`src/rtl/bce_pkg.sv`:
```
package bce_pkg;
    localparam int CC_W      = 4;
    localparam int NUM_TERMS = 7;

    typedef struct packed {
        logic ovf;
        logic cry;
        logic zro;
        logic sgn;
        logic par;
    } flags_t;

    typedef struct packed {
        logic take;
        logic armed;
    } out_st_t;
endpackage

```
`src/rtl/bce_terms.sv`:
```
module bce_terms
    import bce_pkg::*;
(
    input  logic [CC_W-1:0]      cc_code,
    input  flags_t               flags,
    output logic [NUM_TERMS-1:0] terms
);
    logic sne;

    // Each term is a NOR of code bits and complemented flags; 1 = pattern matched and flag holds
    always_comb begin
        sne      = flags.sgn ^ flags.ovf;
        // 000x : overflow
        terms[0] = ~(cc_code[3] | cc_code[2] | cc_code[1] | ~flags.ovf);
        // 0x1x : carry, shared by codes 001x and 011x
        terms[1] = ~(cc_code[3] | ~cc_code[1] | ~flags.cry);
        // 01xx : zero, shared by codes 010x and 011x
        terms[2] = ~(cc_code[3] | ~cc_code[2] | ~flags.zro);
        // 100x : sign
        terms[3] = ~(~cc_code[3] | cc_code[2] | cc_code[1] | ~flags.sgn);
        // 101x : parity
        terms[4] = ~(~cc_code[3] | cc_code[2] | ~cc_code[1] | ~flags.par);
        // 11xx : sign differs from overflow, shared by codes 110x and 111x
        terms[5] = ~(~cc_code[3] | ~cc_code[2] | ~sne);
        // 111x : zero
        terms[6] = ~(~cc_code[3] | ~cc_code[2] | ~cc_code[1] | ~flags.zro);
    end
endmodule

```
`src/rtl/bce_combine.sv`:
```
module bce_combine
    import bce_pkg::*;
(
    input  logic [NUM_TERMS-1:0] terms,
    input  logic                 sense_inv,
    output logic                 take_now
);
    logic nor_out;

    always_comb begin
        nor_out  = ~(|terms);          // 0 when the selected test holds
        take_now = ~(nor_out ^ sense_inv);
    end
endmodule

```
`src/rtl/branch_cond_eval.sv`:
```
module branch_cond_eval
    import bce_pkg::*;
#(
    parameter bit OUT_REG = 1'b1
) (
    input  logic            clk,
    input  logic            rst_n,
    input  logic [CC_W-1:0] cc_code,
    input  logic            flag_ovf,
    input  logic            flag_cry,
    input  logic            flag_zro,
    input  logic            flag_sgn,
    input  logic            flag_par,
    output logic            take
);
    flags_t                flags;
    logic [NUM_TERMS-1:0]  terms;
    logic                  take_now;
    out_st_t               st_d, st_q;

    assign flags = '{ovf: flag_ovf, cry: flag_cry, zro: flag_zro,
                      sgn: flag_sgn, par: flag_par};

    bce_terms u_terms (
        .cc_code (cc_code),
        .flags   (flags),
        .terms   (terms)
    );

    bce_combine u_combine (
        .terms     (terms),
        .sense_inv (cc_code[0]),
        .take_now  (take_now)
    );

    always_comb begin
        st_d       = st_q;
        st_d.take  = take_now;
        st_d.armed = 1'b1;
    end

    always_ff @(posedge clk or negedge rst_n) begin
        if (!rst_n) st_q <= '0;
        else        st_q <= st_d;
    end

    generate
        if (OUT_REG) begin : g_reg
            assign take = st_q.take;

            AST_REG_LAGS_ONE: assert property (@(posedge clk) disable iff (!rst_n)
                st_q.armed |-> take == $past(take_now));
            AST_RESET_LOW: assert property (@(posedge clk)
                !rst_n |=> (!rst_n |-> !take));
        end else begin : g_comb
            assign take = take_now;
        end
    endgenerate

    AST_OVF_TRUE: assert property (@(posedge clk) disable iff (!rst_n)
        cc_code == 4'b0000 |-> take_now == flag_ovf);
    AST_CRY_TRUE: assert property (@(posedge clk) disable iff (!rst_n)
        cc_code == 4'b0010 |-> take_now == flag_cry);
    AST_ZRO_TRUE: assert property (@(posedge clk) disable iff (!rst_n)
        cc_code == 4'b0100 |-> take_now == flag_zro);
    AST_BE_TRUE: assert property (@(posedge clk) disable iff (!rst_n)
        cc_code == 4'b0110 |-> take_now == (flag_cry | flag_zro));
    AST_SGN_TRUE: assert property (@(posedge clk) disable iff (!rst_n)
        cc_code == 4'b1000 |-> take_now == flag_sgn);
    AST_PAR_TRUE: assert property (@(posedge clk) disable iff (!rst_n)
        cc_code == 4'b1010 |-> take_now == flag_par);
    AST_LT_TRUE: assert property (@(posedge clk) disable iff (!rst_n)
        cc_code == 4'b1100 |-> take_now == (flag_sgn != flag_ovf));
    AST_LE_TRUE: assert property (@(posedge clk) disable iff (!rst_n)
        cc_code == 4'b1110 |-> take_now == (flag_zro | (flag_sgn != flag_ovf)));
    AST_ODD_INVERTS: assert property (@(posedge clk) disable iff (!rst_n)
        cc_code == 4'b0001 |-> take_now == !flag_ovf);
    AST_TERMS_OVERLAP: assert property (@(posedge clk) disable iff (!rst_n)
        $countones(terms) <= 2);
endmodule

```
`config.mk`:
```
export PLATFORM = sky130hd
export DESIGN_NAME = branch_cond_eval
export DESIGN_NICKNAME = d
export VERILOG_FILES = /design/src/rtl/bce_pkg.sv /design/src/rtl/bce_terms.sv /design/src/rtl/bce_combine.sv /design/src/rtl/branch_cond_eval.sv
export SDC_FILE = /design/constraint.sdc
export NUM_CORES = 1
export LEC_CHECK = 0
export ABC_AREA = 0
export BUFFER_PORTS_ARGS = -buffer_cell sky130_fd_sc_hd__buf_2
export CAP_MARGIN = 10
export CORE_AREA = 3 3 40 42
export CTS_BUF_LIST = sky130_fd_sc_hd__clkbuf_8
export DETAILED_ROUTE_END_ITERATION = 6
export DIE_AREA = 0 0 43 45
export PLACE_DENSITY = 0.39
export SLEW_MARGIN = 5
export SYNTH_ARGS = -nofsm -noshare
export SYNTH_HDL_FRONTEND = slang
export SYNTH_SLANG_ARGS = --single-unit
```
`constraint.sdc`:
```
create_clock -name clk -period 0.8 [get_ports clk]
set_clock_uncertainty 0.2 [all_clocks]
set_input_delay 0.08 -clock clk [delete_from_list [all_inputs] [get_ports clk]]
set_output_delay 0.08 -clock clk [all_outputs]
set_load 0.05 [all_outputs]
```
==> results of run 1 <==
==> placed cells by master (no fill, tap or decap), drive strengths merged <==
cell type,Yosys,final
buf,0,12
nand2,4,4
xnor2,2,2
nand3b,1,1
a21oi,1,1
mux2i,1,1
o32ai,1,1
a211oi,1,1
dlygate4sd3,0,1
dfrtp,1,1
==> stage by stage <==
stage	cell area [sq um]	TNS (ns)	hold WS [ns]	power (mW)
after floorplan	109	-0.190	-0.416	0.134
after global placement	190	-0.354	-0.343	0.184
after detailed placement	190	-0.359	-0.340	0.185
after CTS	226	-0.274	0.0845	0.207
after global routing	234	-0.345	0.102	0.229
final	234	-0.261	0.0776	0.216
==> layout make-up <==
cell class | instances | area (sq um)
tap | 15 | 18.8
timing repair buffer | 13 | 95.1
fill | 143 | 1050
sequential | 1 | 25.0
multi-input combinational | 11 | 95.1
==> per-layer routing <==
layer / global-route usage / vias up
li1: - / 71
met1: 0.0719 / 47
met2: 0.0419 / 12
met3: 0.0279 / 0
met4: 0 / 0
met5: 0 / -
==> power groups by stage <==
stage | combinational (mW) | sequential (mW) | clock, mW
3_3_place_gp | 0.122 | 0.0617 | 0
5_1_grt | 0.164 | 0.0644 | 0
6_report | 0.152 | 0.0640 | 0
2_1_floorplan | 0.0394 | 0.0950 | 0
3_5_place_dp | 0.123 | 0.0616 | 0
4_1_cts | 0.145 | 0.0622 | 0
==> worst max path at each step <==
| stage | from | end | depth (start not counted) |
|---|---|---|---|
| after floorplan | cc_code[3] | take | 4 |
| after global placement | cc_code[3] | take | 5 |
| after detailed placement | cc_code[3] | take | 5 |
| after CTS | cc_code[3] | take | 5 |
| after global routing | cc_code[3] | take | 5 |
| final | cc_code[3] | take | 5 |
==> synthesized netlist by cell type <==
cell,number
mux2i_1,1
nand2_1,4
o32ai_2,1
a21oi_1,1
xnor2_1,2
nand3b_1,1
dfrtp_1,1
a211oi_2,1
==> logic make-up (layout without fill, tap and decap cells) <==
family,count (synthesis),after routing,share of synthesized area
buffers and inverters,0,13,0
and+or+nand+nor,5,5,0.207
AOI/OAI and AO/OA,3,3,0.310
DFF,1,1,0.230
muxes,1,1,0.0920
xor gates and xnor gates,2,2,0.161
==> repair_timing <==
action | CTS | global route
endpoints found under the hold margin | 1 | 0
resized for setup | 7 | 2
pin swaps | 0 | 1
setup buffers | 0 | 0
hold buffers | 1 | 0
setup endpoints to repair | 2 | 2
==> critical path, delay by kind of cell <==
| family | cells | cell delay, ns |
|---|---|---|
| muxes | 1 | 0.21 |
| buffers and inverters | 1 | 0.08 |
| xor gates and xnor gates | 1 | 0.14 |
| AOI/OAI and AO/OA | 2 | 0.27 |
==> metrics.yaml, run 1 <==
finalHoldViolCount: 0
die_area_sq_um: 1940
syn_to_final_growth_pct: 115
crit_path_start_kind: "input port"
dr.pass1.iters: 2
holdPathEnd: "take"
netlist_area_sq_um: 109
pwr-share-seq: 0.296
drc: 0
synthTopCellsByArea: "dfrtp_1, xnor2_1, o32ai_2, nand2_1, a211oi_2"
crit_type: "in -> reg"
min-delay-start: "cc_code[0]"
p_clk_frac: 0
wirelength_met1_um: 196
violations: "negative setup slack"
wl_met3_um: 77
initial_core_util: 0.0847
port_buffers: 11
dp.cells: 39
cap_violations: 0
final_max_slew_viol_count: 0
required_ns: 0.52
grt_pass1_wl_um: 634
cp_max_fo: 4
wl_met2_um: 76
power_leakage_nw: 0.106
slowest_delay_ns: 0.21
die_w_um: 43
via_per_inst: 3.25
syn_inst: 12
tightestPinTransition_ns: 0.222
setup_viol: 1
core-area_sq_um: 1280
drt_iter0_drc: 2
final.setup.worst_slack_ns: -0.261
dp_worst_setup_slack_ns: -0.333
drt_wl_total_um: 350
grt_start_max_net_pins: 5
ir_drop_mv: 0.324
clk_pin_slew_ns: 0
yosysTopAreaCell: "dfrtp_1"
ant_nets: 0
syn_avg_cell_area_sq_um: 9.07
highest_layer: "met3"
grt_pass1_vias: 123
finalNonFillerCells: 40
arrival_ns: 0.78
utilization: 0.182
gp_congestion: 0.585
holdPathStages: 2
diodes: 0
die_h_um: 45
max_freq_mhz: 943
path_cells: "buf_8, mux2i_2, o32ai_2, a211oi_2, xnor2_1"
status: "complete, but fails checks"
p_int_mw: 0.139
ios: 12
grt-ovfl-total: 0
endpoint_kind: "register"
pwr-share-comb: 0.704
min_path_type: "in -> reg"
min_period_ns: 1.06
yosys_warnings: 0
fin_crit_sh: 1.33
synth_top_area_frac: 0.230
synth.distinct_cells: 8
antenna_found_initial: 0
nNetsFinal: 38
num_vias: 130
final_layout_size_suffix_gt1_frac: 0.640
synth_seq_cells: 1
slowest_stage: "mux2i_2"
seq_area_frac_synth: 0.230
track_usage: 0.0424
rsz0062_at_grt: "true"
rows: 13
slew-limit-headroom: 0.852
swShare: 0.357
largest_register_ff_count: 1
syn_nets: 23
routedWlPerCell_um: 8.75
p_per_area_nw_per_um2: 924
p_switching_mw: 0.0771
No activity file was read; power rests on OpenSTA's default activity.
==> inputs of run 2 (changes only) <==
--- a/config.mk
+++ b/config.mk
@@ -8,10 +8,11 @@
 export ABC_AREA = 0
 export BUFFER_PORTS_ARGS = -buffer_cell sky130_fd_sc_hd__buf_2
 export CAP_MARGIN = 10
-export CORE_AREA = 3 3 40 42
+export CORE_AREA = 5 5 42 44
 export CTS_BUF_LIST = sky130_fd_sc_hd__clkbuf_8
 export DETAILED_ROUTE_END_ITERATION = 6
-export DIE_AREA = 0 0 43 45
+export DIE_AREA = 0 0 47 49
+export MAX_ROUTING_LAYER = met4
 export PLACE_DENSITY = 0.39
 export SLEW_MARGIN = 5
 export SYNTH_ARGS = -nofsm -noshare
==> constraint.sdc (replaced) <==
create_clock -name clk -period 0.8 [get_ports clk]
set_clock_uncertainty 0.2 [all_clocks]
set_input_delay 0.08 -clock clk [delete_from_list [all_inputs] [get_ports clk]]
set_output_delay 0.08 -clock clk [all_outputs]
set_load 0.02 [all_outputs]
==> run 2 against run 1 <==
Effect of this change:
- the run still ends with negative setup slack left
- sequential share of layout area up 0.93 points
- die area up 19%
- utilization down 2.9 points
- first-iteration DRC count down 50%
- flip-flop and latch count unchanged
- combinational power down 26%
- routed wire length up 12%
- maximum frequency about the same
- final cell count up 2.5%
- total power down 19%
==> metrics.yaml, run 2 (same netlist as run 1, synthesis figures left out) <==
status: "complete, but fails checks"
violations: "negative setup slack"
diodes: 0
final.setup.worst_slack_ns: -0.260
grt_pass1_wl_um: 655
post_cts_buffers: 0
antenna_found_initial: 0
die_area_sq_um: 2300
grt_pass1_vias: 146
die_w_um: 47
largest_register_ff_count: 1
rsz0062_at_grt: "true"
setup_viol: 1
num_vias: 139
rows: 14
dp_worst_setup_slack_ns: -0.330
drt_iter0_drc: 1
finalNonFillerCells: 41
timing.hold.ws_ns: 0.0777
cp-startpoint: "cc_code[3]"
ios: 12
crit_path_start_kind: "input port"
fin_tns_setup_ns: -0.260
drc: 0
utilization: 0.154
ant_nets: 0
final_max_slew_viol_count: 0
dp.cells: 40
finalHoldViolCount: 0
arrival_ns: 0.78
die_h_um: 49
final_common_cell: "buf_2"
clk_pin_slew_ns: 0
nNetsFinal: 38
via_per_inst: 3.39
tightestPinTransition_ns: 0.217
cap_violations: 0
ir_drop_mv: 0.134
track_usage: 0.0367
p_per_area_nw_per_um2: 811
placed_area_sq_um: 191
syn_to_final_growth_pct: 97.7
port_buffers: 11
crit_type: "in -> reg"
min_period_ns: 1.06
fin_crit_sh: 1.32
power.total_mw: 0.174
cp_max_fo: 4
gp_congestion: 0.569
grt-ovfl-total: 0
final_area_sq_um: 215
final_layout_size_suffix_gt1_frac: 0.600
initial_core_util: 0.0777
slew-limit-headroom: 0.856
final_cell_mix: "buf_2, nand2_1, xnor2_1"
drt_wl_total_um: 393
routedWlPerCell_um: 9.59
power_leakage_nw: 0.0957
grt_start_max_net_pins: 5
required_ns: 0.52
max_freq_mhz: 944
min_path_type: "in -> reg"
dr.pass1.iters: 2
core-area_sq_um: 1400
endpoint_kind: "register"
endpoint: "take"
-- run 2: changes by cell type in the layout (fill, tap and decap cells not counted) --
| cell | previous run | this run |
|---|---|---|
| buf_6 | 2 | 0 |
| xnor2_1 | 1 | 2 |
| xnor2_2 | 1 | 0 |
| buf_2 | 8 | 10 |
-- run 2: what timing repair did --
action	4_1_cts	5_1_grt
hold buffers	1	0
endpoints found under the setup margin	1	1
gates resized for setup	3	1
endpoints found under the hold margin	1	0
gates cloned	0	0
-- run 2: per-layer routing --
| layer | track usage | part of all wire | vias up |
|---|---|---|---|
| li1 | - | - | 70 |
| met1 | 0.0546 | 0.47 | 57 |
| met2 | 0.0452 | 0.26 | 12 |
| met3 | 0.0221 | 0.27 | 0 |
| met4 | 0 | 0 | 0 |
| met5 | - | 0 | - |
-- run 2: power breakdown --
group	total (mW)	internal, mW	switching [mW]	leakage (nW)
clock network	0	0	0	0
logic	0.113	0.0616	0.0511	0.0841
registers	0.0618	0.0602	0.00157	0.0117
total	0.174	0.122	0.0526	0.0957
-- run 2: worst min path at each step --
stage,from,to,depth (start not counted)
2_1_floorplan,rst_n,take,0
3_3_place_gp,rst_n,take,1
3_5_place_dp,rst_n,take,1
4_1_cts,cc_code[0],take,2
5_1_grt,cc_code[0],take,2
6_report,cc_code[0],take,2
-- run 2: final cells by class --
| class | count | area (sq um) |
|---|---|---|
| Fill cell | 170 | 1190 |
| Multi-Input combinational cell | 11 | 87.6 |
| Sequential cell | 1 | 25.0 |
| Tap cell | 16 | 20.0 |
| Timing Repair Buffer | 13 | 82.6 |
-- run 2: critical path: stages --
cell      delay (ns)
buf_8           0.08
mux2i_2         0.21
o32ai_2         0.10
a211oi_2        0.17
xnor2_1         0.13
